--- config.mk ---
export PLATFORM = sky130hd
export DESIGN_NAME = rx_err_mgr
export DESIGN_NICKNAME = d
export VERILOG_FILES = /design/src/rtl/rxe_pkg.sv /design/src/rtl/rxe_err_pri.sv /design/src/rtl/rxe_fifo.sv /design/src/rtl/rx_err_mgr.sv
export SDC_FILE = /design/constraint.sdc
export NUM_CORES = 1
export LEC_CHECK = 0
export BUFFER_PORTS_ARGS = -buffer_cell sky130_fd_sc_hd__buf_4
export CORE_ASPECT_RATIO = 1.75
export CORE_UTILIZATION = 45
export CTS_BUF_LIST = sky130_fd_sc_hd__clkbuf_4
export DETAILED_ROUTE_END_ITERATION = 10
export PLACE_DENSITY = 0.67
export SLEW_MARGIN = 10
export SYNTH_ARGS = -nofsm -noshare
export SYNTH_HDL_FRONTEND = slang
export SYNTH_SLANG_ARGS = --single-unit
--- constraint.sdc ---
create_clock -name clk -period 2.7 [get_ports clk]
set_input_delay 0 -clock clk [delete_from_list [all_inputs] [get_ports clk]]
set_output_delay 0 -clock clk [all_outputs]
set_load 0.05 [all_outputs]
--- src/rtl/rxe_pkg.sv ---
package rxe_pkg;

    typedef enum logic [1:0] {
        ST_HUNT  = 2'd0,
        ST_RECV  = 2'd1,
        ST_CLOSE = 2'd2
    } rxe_state_t;

    // error set, most urgent in the top bit
    typedef struct packed {
        logic cd;
        logic ov;
        logic pr;
    } rxe_err_t;

    localparam int ERR_W = 3;

endpackage

--- src/rtl/rxe_err_pri.sv ---
module rxe_err_pri
    import rxe_pkg::*;
(
    input  rxe_err_t raw,
    output rxe_err_t sel,
    output logic     any
);

    logic [ERR_W-1:0] raw_v;
    logic [ERR_W-1:0] sel_v;

    assign raw_v = raw;

    // keep only the highest set bit
    always_comb begin
        sel_v = '0;
        for (int i = ERR_W - 1; i >= 0; i--) begin
            if (raw_v[i] && (sel_v == '0)) begin
                sel_v[i] = 1'b1;
            end
        end
    end

    assign sel = sel_v;
    assign any = |raw_v;

endmodule

--- src/rtl/rxe_fifo.sv ---
module rxe_fifo #(
    parameter int WIDTH = 9,
    parameter int DEPTH = 3
) (
    input  logic                         clk,
    input  logic                         rst_n,
    input  logic                         push,
    input  logic                         ovwr,
    input  logic                         pop,
    input  logic                         flush,
    input  logic [WIDTH-1:0]             din,
    output logic [WIDTH-1:0]             dout,
    output logic [$clog2(DEPTH+1)-1:0]   level,
    output logic                         empty,
    output logic                         full
);

    localparam int PW = (DEPTH > 1) ? $clog2(DEPTH) : 1;
    localparam int LW = $clog2(DEPTH + 1);

    logic [WIDTH-1:0] mem [DEPTH];
    logic [PW-1:0]    rd_ptr, wr_ptr, last_ptr;
    logic [LW-1:0]    cnt;
    logic             do_push, do_pop;

    function automatic logic [PW-1:0] ptr_inc(input logic [PW-1:0] p);
        return (p == PW'(DEPTH - 1)) ? '0 : p + 1'b1;
    endfunction

    assign empty    = (cnt == '0);
    assign full     = (cnt == LW'(DEPTH));
    assign do_pop   = pop && !empty && !flush;
    assign do_push  = push && (!full || do_pop) && !flush;
    assign last_ptr = (wr_ptr == '0) ? PW'(DEPTH - 1) : wr_ptr - 1'b1;

    always_ff @(posedge clk or negedge rst_n) begin
        if (!rst_n) begin
            rd_ptr <= '0;
            wr_ptr <= '0;
            cnt    <= '0;
        end else if (flush) begin
            rd_ptr <= '0;
            wr_ptr <= '0;
            cnt    <= '0;
        end else begin
            if (do_push) wr_ptr <= ptr_inc(wr_ptr);
            if (do_pop)  rd_ptr <= ptr_inc(rd_ptr);
            unique case ({do_push, do_pop})
                2'b10:   cnt <= cnt + 1'b1;
                2'b01:   cnt <= cnt - 1'b1;
                default: cnt <= cnt;
            endcase
        end
    end

    always_ff @(posedge clk) begin
        if (do_push) begin
            mem[wr_ptr] <= din;
        end else if (ovwr && !flush && !empty) begin
            mem[last_ptr] <= din;
        end
    end

    assign dout  = mem[rd_ptr];
    assign level = cnt;

endmodule

--- src/rtl/rx_err_mgr.sv ---
module rx_err_mgr
    import rxe_pkg::*;
#(
    parameter int DATA_W = 8,
    parameter int DEPTH  = 3,
    localparam int LW    = $clog2(DEPTH + 1)
) (
    input  logic              clk,
    input  logic              rst_n,
    input  logic              byte_vld,
    input  logic [DATA_W-1:0] byte_data,
    input  logic              byte_par_err,
    input  logic              sync_hit,
    input  logic              carrier_ok,
    input  logic              cd_sw_ctl,
    input  logic              irq_en,
    input  logic              fifo_pop,
    output logic              fifo_vld,
    output logic [DATA_W-1:0] fifo_data,
    output logic              fifo_par_err,
    output logic [LW-1:0]     fifo_level,
    output logic              close_stb,
    output logic              st_ov,
    output logic              st_cd,
    output logic              st_pr,
    output logic              rx_irq,
    output logic              hunting
);

    localparam int EW = DATA_W + 1;

    rxe_state_t    state, state_nx;
    rxe_err_t      raw_err, sel_err;
    logic          err_any;
    logic          in_recv;
    logic          f_push, f_empty, f_full;
    logic [EW-1:0] f_din, f_dout;

    assign in_recv = (state == ST_RECV);

    // error detection, only meaningful while receiving
    assign raw_err.cd = in_recv && !carrier_ok && !cd_sw_ctl;
    assign raw_err.ov = in_recv && byte_vld && f_full && !fifo_pop;
    assign raw_err.pr = in_recv && byte_vld && byte_par_err;

    rxe_err_pri u_pri (
        .raw (raw_err),
        .sel (sel_err),
        .any (err_any)
    );

    assign f_push = in_recv && byte_vld && !raw_err.cd && !raw_err.ov;
    assign f_din  = {byte_par_err, byte_data};

    rxe_fifo #(
        .WIDTH (EW),
        .DEPTH (DEPTH)
    ) u_fifo (
        .clk   (clk),
        .rst_n (rst_n),
        .push  (f_push),
        .ovwr  (sel_err.ov),
        .pop   (fifo_pop),
        .flush (sel_err.cd),
        .din   (f_din),
        .dout  (f_dout),
        .level (fifo_level),
        .empty (f_empty),
        .full  (f_full)
    );

    // state register and close status
    always_ff @(posedge clk or negedge rst_n) begin
        if (!rst_n) begin
            state <= ST_HUNT;
            st_cd <= 1'b0;
            st_ov <= 1'b0;
            st_pr <= 1'b0;
        end else begin
            state <= state_nx;
            if (err_any) begin
                st_cd <= sel_err.cd;
                st_ov <= sel_err.ov;
                st_pr <= sel_err.pr;
            end
        end
    end

    // next state
    always_comb begin
        state_nx = state;
        unique case (state)
            ST_HUNT:  if (sync_hit) state_nx = ST_RECV;
            ST_RECV:  if (err_any)  state_nx = ST_CLOSE;
            ST_CLOSE: state_nx = ST_HUNT;
            default:  state_nx = ST_HUNT;
        endcase
    end

    // outputs
    always_comb begin
        hunting   = 1'b0;
        close_stb = 1'b0;
        unique case (state)
            ST_HUNT:  hunting   = 1'b1;
            ST_RECV:  ;
            ST_CLOSE: close_stb = 1'b1;
            default:  hunting   = 1'b1;
        endcase
        rx_irq = close_stb && irq_en;
    end

    assign fifo_vld     = !f_empty;
    assign fifo_data    = f_dout[DATA_W-1:0];
    assign fifo_par_err = f_dout[DATA_W];

endmodule

Yosys cells after proc, flatten, opt, wreduce, memory -nomap -nowiden
Memories as Yosys holds them, arrays and structs flattened.
Cells that the tools add are included.
Cells by class
  $add $sub $neg: 5
  equality and inequality tests: 9
  multiplexer cells: 25
  bitwise gates (word level): 1
  reduce and logical (&&, ||, !) cells: 37
Operator list (count)
  $mux W2: 11
  $logic_and A1 B1 Y1: 17
  $mux W1: 11
  $eq A2 B2 Y1 const B: 5
  $mux W9: 1
  $reduce_or A9 Y1: 1
  $logic_not A1 Y1: 8
  $logic_not A2 Y1: 4
  $pmux W2 S2: 2
  $add A2 B1 Y2 const B: 3
  $eq A2 B1 Y1 const B: 2
  $ne A2 B2 Y1 const B: 2
  $reduce_bool A2 Y1: 2
  $sub A2 B1 Y2 const B: 2
  $reduce_bool A3 Y1: 1
  $reduce_or A3 Y1: 1
  $reduce_and A2 Y1: 1
  $reduce_or A2 Y1: 1
  $logic_or A1 B1 Y1: 1
  $not A1 Y1: 1
Word-level totals
  register bits after elaboration: 11
  memory bits (writable): 27
  input port bits: 17
  memories kept: 1
Memories
  u_fifo.mem: words 3, width 9, rd ports 1, clocked after Yosys merged registers in 0, write ports 1, RTL line rxe_fifo.sv:21  | logic [WIDTH-1:0] mem [DEPTH];

Longest topological paths before layout
Gate-level depths: netlist of the first run.
  depth in word-level cells: 14
  gate-level depth with buffers: 9
  mapped depth without buffers: 9

Hierarchy
Synthesis of the first run repeated with hierarchy kept, for this count alone.
Unflattened totals
  cell total of the unflattened synthesis: 147
  area, all modules: 1786.7 µm²
Modules (own cells, without submodules)
  rxe_fifo: instances 1, cells an instance 113, area an instance 1442.6 µm², seq. area each 960.9 µm²
  rx_err_mgr: instances 1, cells an instance 30, area an instance 316.6 µm², seq. area each 125.1 µm²
  rxe_err_pri: instances 1, cells an instance 4, area an instance 27.5 µm², seq. area each 0.0 µm²

Worst setup path after synthesis of the first run
OpenSTA, ideal clock, no wires.
  path type: register to register
  from: register state[1]
  to: register u_fifo.cnt[1], in the netlist u_fifo.level[1]
  setup time: 0.077 ns
  data arrival time: 1.978 ns
  required time: 2.623 ns
  setup slack: 0.645 ns
  stages on the path, launching flop included: 9
  clock period less this slack: 2.055 ns
  cells stage by stage: dfrtp_1 -> inv_1 -> ha_1 -> inv_1 -> nor3_2 -> nor2_1 -> ha_1 -> or3_1 -> a21oi_1
On the way
  longest elaborated chain between the ends: 12
  elaborated cells on any way between the ends: 21
  classes of those cells: eq/ne (3); mux (3); reduce/logical (15)
RTL lines
  start: declaration: RTL line rx_err_mgr.sv:32  | rxe_state_t state, state_nx;
  start signal: assignment: RTL line rx_err_mgr.sv:80  | state <= state_nx;
  $eq A2 B1 Y1 (*): RTL line rx_err_mgr.sv:39  | assign in_recv = (state == ST_RECV);
  $logic_and A1 B1 Y1 (2 in series): RTL line rx_err_mgr.sv:42  | assign raw_err.cd = in_recv && !carrier_ok && !cd_sw_ctl;
  $mux W1: RTL line rxe_err_pri.sv:18  | if (raw_v[i] && (sel_v == '0)) begin
  $logic_not A1 Y1: RTL line rxe_fifo.sv:32, rxe_fifo.sv:33
  $logic_and A1 B1 Y1: RTL line rxe_fifo.sv:32  | assign do_pop = pop && !empty && !flush;
  $logic_or A1 B1 Y1: RTL line rxe_fifo.sv:33  | assign do_push = push && (!full || do_pop) && !flush;
  $logic_and A1 B1 Y1 (2 in series): RTL line rxe_fifo.sv:33
  $eq A2 B1 Y1 / $eq A2 B2 Y1 (equally long branches): RTL line rxe_fifo.sv:48  | unique case ({do_push, do_pop})
  $pmux W2 S2: RTL line rxe_fifo.sv:48
  $mux W2: RTL line rxe_fifo.sv:41  | end else if (flush) begin
  end signal: assignment: RTL line rxe_fifo.sv:49  | 2'b10: cnt <= cnt + 1'b1;
  end signal: assignment: RTL line rxe_fifo.sv:50  | 2'b01: cnt <= cnt - 1'b1;
  end signal: assignment: RTL line rxe_fifo.sv:51  | default: cnt <= cnt;
  end: declaration: RTL line rxe_fifo.sv:23  | logic [LW-1:0] cnt;
Every way passes the cells marked *; elsewhere a longest branch is shown, timed or not.
A chain may end at the register's enable or synchronous reset.

Worst setup path in the final report of the first run
Ends and elaborated chain as after synthesis.

==> impl_summary.md, run 1 <==
Cells and area
The final net count is 215. The signed area change from the synthesized netlist to the final layout is 28.1%. The post-route netlist has approximately 28% of its cells at a drive strength greater than 1. The repair_antennas step left the layout with diodes totalling 0.

Detailed routing
Summed over all layers, the routed wires come to 3290 µm. Once detail routing completed, the nets flagged for antenna violations numbered 0. The detailed router finished its first iteration with 52 violations. Using the TritonRoute via totals, the vias-per-cell ratio works out to between 5 and 6. The average routed wire per standard cell is approximately 14 µm. Detailed routing inserted a total of 1252 vias.

After detailed routing, the number of remaining DRC violations is 0. The number of iterations in the first detailed-routing pass is 4.

Synthesis
The total standard cell area after synthesis is roughly 1700 µm². The number of unique standard cell types used by synthesis is 32. The gate count after technology mapping is roughly 140. The number of nets handed over by synthesis was about 160.

After synthesis the netlist holds a flip-flop and latch count of 38. The part of the Yosys area used for sequential elements is 63.1%. The count of warnings emitted by yosys is 0. After synthesis, the mean cell area works out to 12.5 µm².

Timing
Setup repair after global routing left no endpoint under its margin. The final total negative setup slack is 0 ns. The worst path needs 2.14 ns of the cycle, external delays included. The final count of negative-setup-slack endpoints is 0.

Dividing the final minimum period by the clock period gives 79.3%. The worst-case headroom to the max-slew limit is 59.8%. The final max-slew violation count came to 0.

The measured slew at the worst slew-check pin is a little over 0.6 ns. The final number of hold-violating endpoints was 0. The fmax is 467 MHz.

Across the routed clock network, the largest skew measured is ~0.0054 ns.

Power
The part of the total power dissipated in sequential elements is ~36%. Power comes to between 2 and 2.5 mW. The cell area power density is 1100 nW/µm².

Combinational logic is responsible for between 50% and 60% of the overall power. The standby leakage power is just under 0.9 nW. In this run the power spent charging and discharging nets is between 1 and 1.5 mW. Across the VDD grid, the largest voltage drop is around 0.89 mV. The fraction of power consumed by the clock network is around 11%. Cell internal power was estimated by the tool at 1.27 mW. In this run switching power makes up a little under half of total power.

Setup path
The kind of start point of the critical path is a flop. In this run the critical register-to-register path is launched from state[1]$_DFFE_PN0P_. Walking the worst path, the cells encountered are inv_1 -> ha_1 -> o211ai_1 -> nor2_1 -> inv_1 -> ha_1 -> or3_1 -> a21oi_1. The setup slack of the worst register-to-register path is about 0.56 ns. The worst setup path startpoint is state[1]$_DFFE_PN0P_. The worst register-to-register path ends at u_fifo.level[1]$_DFFE_PN0P_. The capture point of the critical path is u_fifo.level[1]$_DFFE_PN0P_.

The number of cells on the worst reg-to-reg path is 8. Along the worst path, the maximum fanout reaches 6. For the worst setup path, the data required time is approximately 3.0 ns. The largest individual stage delay along the critical path comes from the cell sky130_fd_sc_hd__dfrtp_1. The worst endpoint data arrival time is approximately 2.4 ns. The critical path start-end classification is reg2reg.

For this run, the slowest stage of the critical path takes about 0.41 ns. STA classifies the critical path endpoint as a flop.

Global route
Global routing used between 10% and 20% of the available tracks. Entering global routing, the biggest net connects 22 pins. The number of antenna violations at the first check in global routing came to 0. The aggregate global routing overflow is 0. The first global-routing pass estimated approximately 5400 µm of wire. The via count of the first global-routing pass is ~1300.

Clock tree
TritonCTS built the clock tree. The H-tree was split into 2 levels. The clock-pin slew on the worst setup and hold paths is 0.10 ns. The root buffer selected by CTS is sky130_fd_sc_hd__clkbuf_4. The clock insertion delay at the later pin of the skew report is between 0.3 and 0.4 ns. The clock sink count is 38.

Counting the buffers created by CTS gives 5. In this run the post-CTS setup repair buffer count came out at 0. In this run the deepest clock path goes through 2 buffers. The total of cells resized after clock tree synthesis is 0.

Placement
The total half-perimeter wirelength after legalization and detailed placement is around 2400 µm. The final estimated routing congestion in global placement is approximately 0.84. The count of buffers inserted at the top-level ports is 34.

Floorplanning
The floorplan has 29 rows. The floorplan step defined a die boundary enclosing between 4000 and 5000 µm². The total area inside the core boundary comes to approximately 3600 µm². The starting density of the core is between 40% and 50%.

The die boundary width is between 40 and 50 µm. Pin placement for this block handled 35 I/O pins. The die is about 84 µm tall.

Job
The tool flagged a number of max-cap violations equal to 0.

Worst hold path
The min-delay analysis places its worst path in the category in2reg.

Run status
The run finished with clean final reports.
## cell usage after synthesis, drive strengths merged
library cell	n	area [µm²]
edfxtp	27	811
and2	1	6.26
o21ba	1	10.0
o21ai	16	83.8
a31oi	4	25.0
nor3b	2	15.0
o31ai	1	7.51
or2	1	6.26
inv	7	26.3
and3	1	7.51
clkbuf	2	7.51
nand2b	1	6.26
dfrtp	11	275
xnor2	1	8.76
ha	8	100
xor2	1	8.76
buf	1	5.00
and3b	1	12.5
nand2	12	45.0
nor3	4	25.0
mux2i	9	90.1
nand3b	1	7.51
nor2b	1	6.26
a21oi	8	43.8
or3	1	6.26
nor2	12	45.0
o211ai	1	7.51
mux2	1	15.0
a21boi	1	7.51
## metal layers
metal | GRT usage (%) | part of all wire, % | wire, µm
met1 | 16.0 | 36 | 1190
met2 | 35.1 | 58 | 1900
met3 | 3.46 | 4.6 | 150
met4 | 8.82 | 1.4 | 45
met5 | 0 | 0 | 0
## cell type report
type                            count  area (µm²)
Fill cell                         308        1420
Multi-Input combinational cell     90         597
Inverter                            7        26.3
Timing Repair Buffer               48         385
Tap cell                           46        57.6
Clock buffer                        5        37.5
Clock inverter                      3        16.3
Sequential cell                    38        1090
## stage by stage
step	setup WS (ns)	hold WS (ns)	area [µm²]	std cells	utilization, %
after detailed placement	0.579	-0.150	2050	219	56.6
after floorplan	0.645	-0.296	1720	138	-
final	0.560	0.0311	2210	237	60.8
after CTS	0.550	0.0245	2210	237	60.8
after global routing	0.304	0.0224	2210	237	60.8
after global placement	0.682	-0.154	2050	219	56.6
## kinds of logic after synthesis
family	count (synthesis)	synth area share, %
simple gates	38	11.0
compound gates	32	10.8
buf+inv	10	2.25
mux	10	6.10
xor+xnor	2	1.02
flops	38	63.1
fa+ha+maj	8	5.81
## cell usage in the layout, fill, tap and decap left out, types with 2 or more instances in the layout
cell / instances
sky130_fd_sc_hd__buf_4: 38
sky130_fd_sc_hd__edfxtp_1: 27
sky130_fd_sc_hd__o21ai_0: 15
sky130_fd_sc_hd__nand2_1: 12
sky130_fd_sc_hd__nor2_1: 12
sky130_fd_sc_hd__dfrtp_1: 11
sky130_fd_sc_hd__dlygate4sd3_1: 10
sky130_fd_sc_hd__mux2i_1: 9
sky130_fd_sc_hd__ha_1: 8
sky130_fd_sc_hd__inv_1: 7
sky130_fd_sc_hd__a21oi_1: 7
sky130_fd_sc_hd__clkbuf_4: 5
sky130_fd_sc_hd__a31oi_1: 4
sky130_fd_sc_hd__nor3_1: 3
sky130_fd_sc_hd__nor3b_1: 2
## sequential cells by signal, indices dropped and copies added (netlist names)
register / flops
state: 2
st_pr: 1
u_fifo.mem: 27
u_fifo.wr_ptr: 2
u_fifo.rd_ptr: 2
st_ov: 1
st_cd: 1
u_fifo.level: 2
## worst max-delay path, delay by kind of cell, from the launching register on
family / cells / cell delay [ns]
fa+ha+maj: 2 / 0.53
buf+inv: 2 / 0.18
compound gates: 2 / 0.36
simple gates: 2 / 0.59
flops: 1 / 0.41
## how the worst min path moves through the flow
stage / from / endpoint / slack (ns) / cells past startpoint
detailed placement: rst_n / state[1]$_DFFE_PN0P_ / -0.15 / 1
CTS: rst_n / state[0]$_DFFE_PN0P_ / 0.02 / 2
global route: rst_n / state[0]$_DFFE_PN0P_ / 0.02 / 2
global placement: rst_n / state[0]$_DFFE_PN0P_ / -0.15 / 1
floorplan: rst_n / st_cd$_DFFE_PN0P_ / -0.30 / 0
finish: byte_vld / st_pr$_DFFE_PN0P_ / 0.03 / 3
## power by group through the flow
stage          Sequential (mW)  Combinational, mW  Clock [mW]
2_1_floorplan            0.933              0.850           0
3_3_place_gp             0.884               1.23           0
3_5_place_dp             0.897               1.26           0
4_1_cts                  0.884               1.28       0.280
5_1_grt                  0.903               1.36       0.308
6_report                 0.882               1.28       0.275
## repair_timing
| action | 4_1_cts | 5_1_grt |
|---|---|---|
| hold buffers | 10 | 0 |
| endpoints found under the setup margin | 0 | 0 |
| endpoints found under the hold margin | 38 | 0 |
No activity file was read; power rests on OpenSTA's default activity.
==> run 2: changes to the inputs <==
--- a/config.mk
+++ b/config.mk
@@ -5,12 +5,13 @@
 export SDC_FILE = /design/constraint.sdc
 export NUM_CORES = 1
 export LEC_CHECK = 0
+export ABC_AREA = 1
 export BUFFER_PORTS_ARGS = -buffer_cell sky130_fd_sc_hd__buf_4
 export CORE_ASPECT_RATIO = 1.75
 export CORE_UTILIZATION = 45
 export CTS_BUF_LIST = sky130_fd_sc_hd__clkbuf_4
 export DETAILED_ROUTE_END_ITERATION = 10
-export PLACE_DENSITY = 0.67
+export PLACE_DENSITY = 0.7
 export SLEW_MARGIN = 10
 export SYNTH_ARGS = -nofsm -noshare
 export SYNTH_HDL_FRONTEND = slang
==> constraint.sdc (replaced) <==
create_clock -name clk -period 1.8 [get_ports clk]
set_input_delay 0 -clock clk [delete_from_list [all_inputs] [get_ports clk]]
set_output_delay 0 -clock clk [all_outputs]
set_load 0.05 [all_outputs]
==> impl_summary.md, run 2 <==
Global route
The largest net degree at the start of global routing is 13 (was 22). The global-route usage over all layers is 20.6% (was 17.7%). The wire length of the first global-routing pass is 6240 µm (was 5420 µm).

The aggregate global routing overflow is 0 (unchanged). The number of antenna violations at the first check in global routing is 0 (unchanged). The via count of the first global-routing pass is 1485 (was 1282).

Clock tree
The clock sink count came to 38 (unchanged). The root buffer selected by CTS was sky130_fd_sc_hd__clkbuf_4 (unchanged). The clock-pin slew on the worst setup and hold paths was 0.11 ns (was 0.10 ns). The buffer levels on the longest clock path is 2 (unchanged).

The clock insertion delay at the later pin of the skew report came to 0.34 ns (about the same). The number of buffers inserted during clock tree synthesis came to 5 (unchanged). The TritonCTS clock tree is done (unchanged). The CTS H-tree depth was 2 (unchanged).

Timing
The measured slew at the worst slew-check pin came to 0.407 ns (was 0.603 ns). The clock skew after layout is 0.0150 ns (was 0.00540 ns). The final max-slew violation count is 0 (unchanged). The final count of negative-setup-slack endpoints came to 0 (unchanged). Unrepaired setup endpoints after global routing: true (was false).

The final-layout worst hold slack is 0.0169 ns (was 0.0311 ns). The worst-case headroom to the max-slew limit is 72.9% (was 59.8%). The final number of hold-violating endpoints is 0 (unchanged). The minimum clock period after layout is 1.79 ns (was 2.14 ns). The worst setup slack after layout is 0.0142 ns (was 0.560 ns). The fmax is 560 MHz (was 467 MHz).

The share of the cycle needed by the critical path after routing is 99.2% (was 79.3%).

Power
The peak ir drop on the vdd network was 1.02 mV (was 0.889 mV). The cell area power density was 1640 nW/µm² (was 1100 nW/µm²). The net switching fraction of the power is 46.5% (was 47.8%). The switching power total was 1.96 mW (was 1.16 mW). The combinational group share of total power is 56.2% (was 52.4%).

The internal portion of total power is 2.25 mW (was 1.27 mW). The fraction of power consumed by the clock network is 13.9% (was 11.3%). The part of the total power dissipated in sequential elements is 29.9% (was 36.2%). The standby leakage power is 1.17 nW (was 0.887 nW).

Run status
Status: complete, no violations (unchanged).

Floorplanning
The height of the chip came to 83.6 µm (was 83.8 µm). The I/O pin count is 35 (unchanged). The overall die area came to 4070 µm² (was 4090 µm²).

The die boundary width is 48.6 µm (was 48.8 µm). The number of rows created at floorplan is 29 (unchanged). The starting density of the core is 47.2% (was 47.4%). The area of the core is 3630 µm² (unchanged).

Cells and area
The final net count is 266 (was 215). The number of diodes added for antenna fixing was 0 (unchanged). Most frequent cells in the layout: sky130_fd_sc_hd__nand2_1 (50), sky130_fd_sc_hd__buf_4 (48), sky130_fd_sc_hd__edfxtp_1 (27) (was sky130_fd_sc_hd__buf_4 (38), sky130_fd_sc_hd__edfxtp_1 (27), sky130_fd_sc_hd__o21ai_0 (15)).

The layout cell share with drive strength beyond 1 was 37.6% (was 27.7%). The register with the most flip-flops is u_fifo.mem (unchanged). The flip-flop count of the largest register after layout is 27 (unchanged). The number of fill cells is 262 (was 308).

The signed area change from the synthesized netlist to the final layout is 49.3% (was 28.1%). The commonest non-fill, non-tap cell in the layout is sky130_fd_sc_hd__nand2_1 (was sky130_fd_sc_hd__buf_4).

Synthesis
List of most frequent post-synthesis cells: sky130_fd_sc_hd__nand2_1 (57), sky130_fd_sc_hd__edfxtp_1 (27), sky130_fd_sc_hd__inv_1 (23) (was sky130_fd_sc_hd__edfxtp_1 (27), sky130_fd_sc_hd__o21ai_0 (15), sky130_fd_sc_hd__nand2_1 (12), sky130_fd_sc_hd__nor2_1 (12), sky130_fd_sc_hd__dfrtp_1 (11)). The cell taking the most area after synthesis is sky130_fd_sc_hd__edfxtp_1 (unchanged). The adder and majority gate portion of the synthesized area is 5.84% (was 5.81%).

The post-synthesis sequential element count came to 38 (unchanged). The post-synthesis xor/xnor area fraction is 0.511% (was 1.02%). The number of unique standard cell types used by synthesis is 18 (was 32).

The multiplexer area fraction after synthesis was 0% (was 6.10%). The number of enable-type register cells in the synthesized netlist is 27 (unchanged). The part of the Yosys area used for sequential elements came to 63.4% (was 63.1%). Synth area leaders: sky130_fd_sc_hd__edfxtp_1 (47%), sky130_fd_sc_hd__dfrtp_1 (16%), sky130_fd_sc_hd__nand2_1 (12%) (was sky130_fd_sc_hd__edfxtp_1 (47%), sky130_fd_sc_hd__dfrtp_1 (16%), sky130_fd_sc_hd__ha_1 (5.8%)).

The area fraction in compound gates after synthesis is 2.19% (was 10.8%). The share of Yosys cell area claimed by the top area cell type came to 47.3% (was 47.1%). The gate count after technology mapping was 168 (was 138). The synthesized netlist net count came to 193 (was 163). The leading cell type by number of instances after synthesis is sky130_fd_sc_hd__nand2_1 (was sky130_fd_sc_hd__edfxtp_1). The area share of and/or/nand/nor cells after synthesis is 22.4% (was 11.0%). The leading register cell type out of synthesis is sky130_fd_sc_hd__edfxtp_1 (unchanged). The average footprint of a synthesized cell is 10.2 µm² (was 12.5 µm²). The largest family of logic cells by synthesized area is simple AND/OR/NAND/NOR gates (unchanged). The total standard cell area after synthesis was 1710 µm² (was 1720 µm²). The fraction of registers with async set/reset was 28.9% (unchanged). The count of warnings emitted by yosys came to 0 (unchanged).

Detailed routing
The remaining design rule violation count is 0 (unchanged). The via density per instance was 4.95 (was 5.28). The number of iterations in the first detailed-routing pass is 4 (unchanged). The via count came to 1426 (was 1252). The average routed wire per standard cell is 13.9 µm (about the same). The aggregate routed wire length is 3990 µm (was 3290 µm). The number of DRC markers in iteration 0 is 40 (was 52). The number of antenna-violating nets in the routed design was 0 (unchanged).

Job
The max-cap check violation count was 0 (unchanged).

Placement
The count of buffers inserted at the top-level ports is 34 (unchanged). The worst setup slack after placement was -0.109 ns (was 0.579 ns). The final estimated routing congestion in global placement came to 0.892 (was 0.844). The total half-perimeter wirelength after legalization and detailed placement came to 2650 µm (was 2380 µm).

Worst hold path
The path category of the worst min-delay check is in2async (was in2reg).

Setup path
The critical path start-end classification is reg2reg (unchanged). The kind of end point of the critical path is a flop (unchanged). The number of cells on the worst reg-to-reg path is 11 (was 8).

The kind of start point of the critical path was a flop (unchanged). The biggest fanout along the worst timing path is 5 (was 6). The required time at the worst-slack endpoint is 2.05 ns (was 2.97 ns). The worst endpoint data arrival time is 2.03 ns (was 2.41 ns).
==> run 2: cell types whose count changed in the layout (fill, tap and decap cells not counted), sizes merged, moves of 4 or more <==
cell | previous run | this run
a21oi | 8 | 1
a31oi | 4 | 0
buf | 38 | 56
inv | 7 | 23
mux2i | 9 | 0
nand2 | 12 | 57
nand3 | 0 | 21
nor2 | 12 | 8
nor3 | 4 | 0
o21ai | 16 | 5
==> run 2: critical path, stage by stage, from the launching register on <==
cell	delay, ns
sky130_fd_sc_hd__dfrtp_1	0.43
sky130_fd_sc_hd__ha_4	0.18
sky130_fd_sc_hd__nand3b_1	0.10
sky130_fd_sc_hd__buf_6	0.14
sky130_fd_sc_hd__nand2_1	0.07
sky130_fd_sc_hd__inv_2	0.13
sky130_fd_sc_hd__nand2_4	0.08
sky130_fd_sc_hd__ha_4	0.27
sky130_fd_sc_hd__a21oi_2	0.11
sky130_fd_sc_hd__o21ai_1	0.07
sky130_fd_sc_hd__nand2_1	0.06
sky130_fd_sc_hd__inv_1	0.04
==> run 2: metal layers <==
metal  routed length (µm)  vias up  part of all wire, %  GRT usage (%)
li1                     -      697                    -              -
met1                 1420      676                   36           20.1
met2                 2300       40                   58           37.5
met3                  129       13                  3.2           4.19
met4                  142        0                  3.6           13.9
met5                    0        -                    0              0
==> run 2: path summary, 6_finish.rpt <==
kind / startpoint / end / slack, ns
max: state[0]$_DFFE_PN0P_ / u_fifo.level[1]$_DFFE_PN0P_ / 0.01
min: rst_n / state[0]$_DFFE_PN0P_ / 0.02
max reg2reg: state[0]$_DFFE_PN0P_ / u_fifo.level[1]$_DFFE_PN0P_ / 0.01
min reg2reg: st_cd$_DFFE_PN0P_ / st_cd$_DFFE_PN0P_ / 0.56
max in group asynchronous: rst_n / u_fifo.level[1]$_DFFE_PN0P_ / 1.62
min in group clk: byte_vld / st_pr$_DFFE_PN0P_ / 0.05
==> run 2: repair_timing <==
action | in CTS | in global routing
hold buffers | 12 | 0
hold endpoints to repair | 41 | 0
endpoints found under the setup margin | 29 | 31
buffers inserted | 5 | 3
gates resized for setup | 16 | 21
pin swaps | 9 | 9
==> run 2: cell families (layout without fill, tap and decap cells) <==
group,Yosys count,in the layout
buf+inv,25,99
simple gates,89,89
flops,38,38
fa+ha+maj,8,8
xor+xnor,1,1
compound gates,7,7
==> run 2: stage by stage <==
stage          std cells  power [mW]  util [%]  cell area [µm²]  TNS (ns)
4_1_cts              285        4.04      67.3             2440   -0.0833
3_3_place_gp         260        3.29      59.1             2140   -0.0303
6_report             288        4.20      70.5             2560         0
5_1_grt              288        4.42      70.5             2560    -0.641
2_1_floorplan        168        2.65         -             1730    -0.219
3_5_place_dp         260        3.35      59.1             2140     -2.33
==> run 2: power groups by stage <==
stage               Combinational (mW)  Clock [mW]  Sequential [mW]
global route                      2.51       0.627             1.28
detailed placement                2.09           0             1.26
finish                            2.36       0.583             1.26
global placement                  2.04           0             1.25
floorplan                         1.23           0             1.42
CTS                               2.20       0.598             1.24
==> run 2: final cells by class <==
class | count | area, µm² | share of cell area, %
Clock inverter | 1 | 30.0 | 1.17
Tap cell | 46 | 57.6 | 2.25
Timing Repair Buffer | 68 | 579 | 22.7
Inverter | 23 | 88.8 | 3.47
Multi-Input combinational cell | 105 | 661 | 25.8
Sequential cell | 38 | 1090 | 42.6
Clock buffer | 7 | 52.6 | 2.05
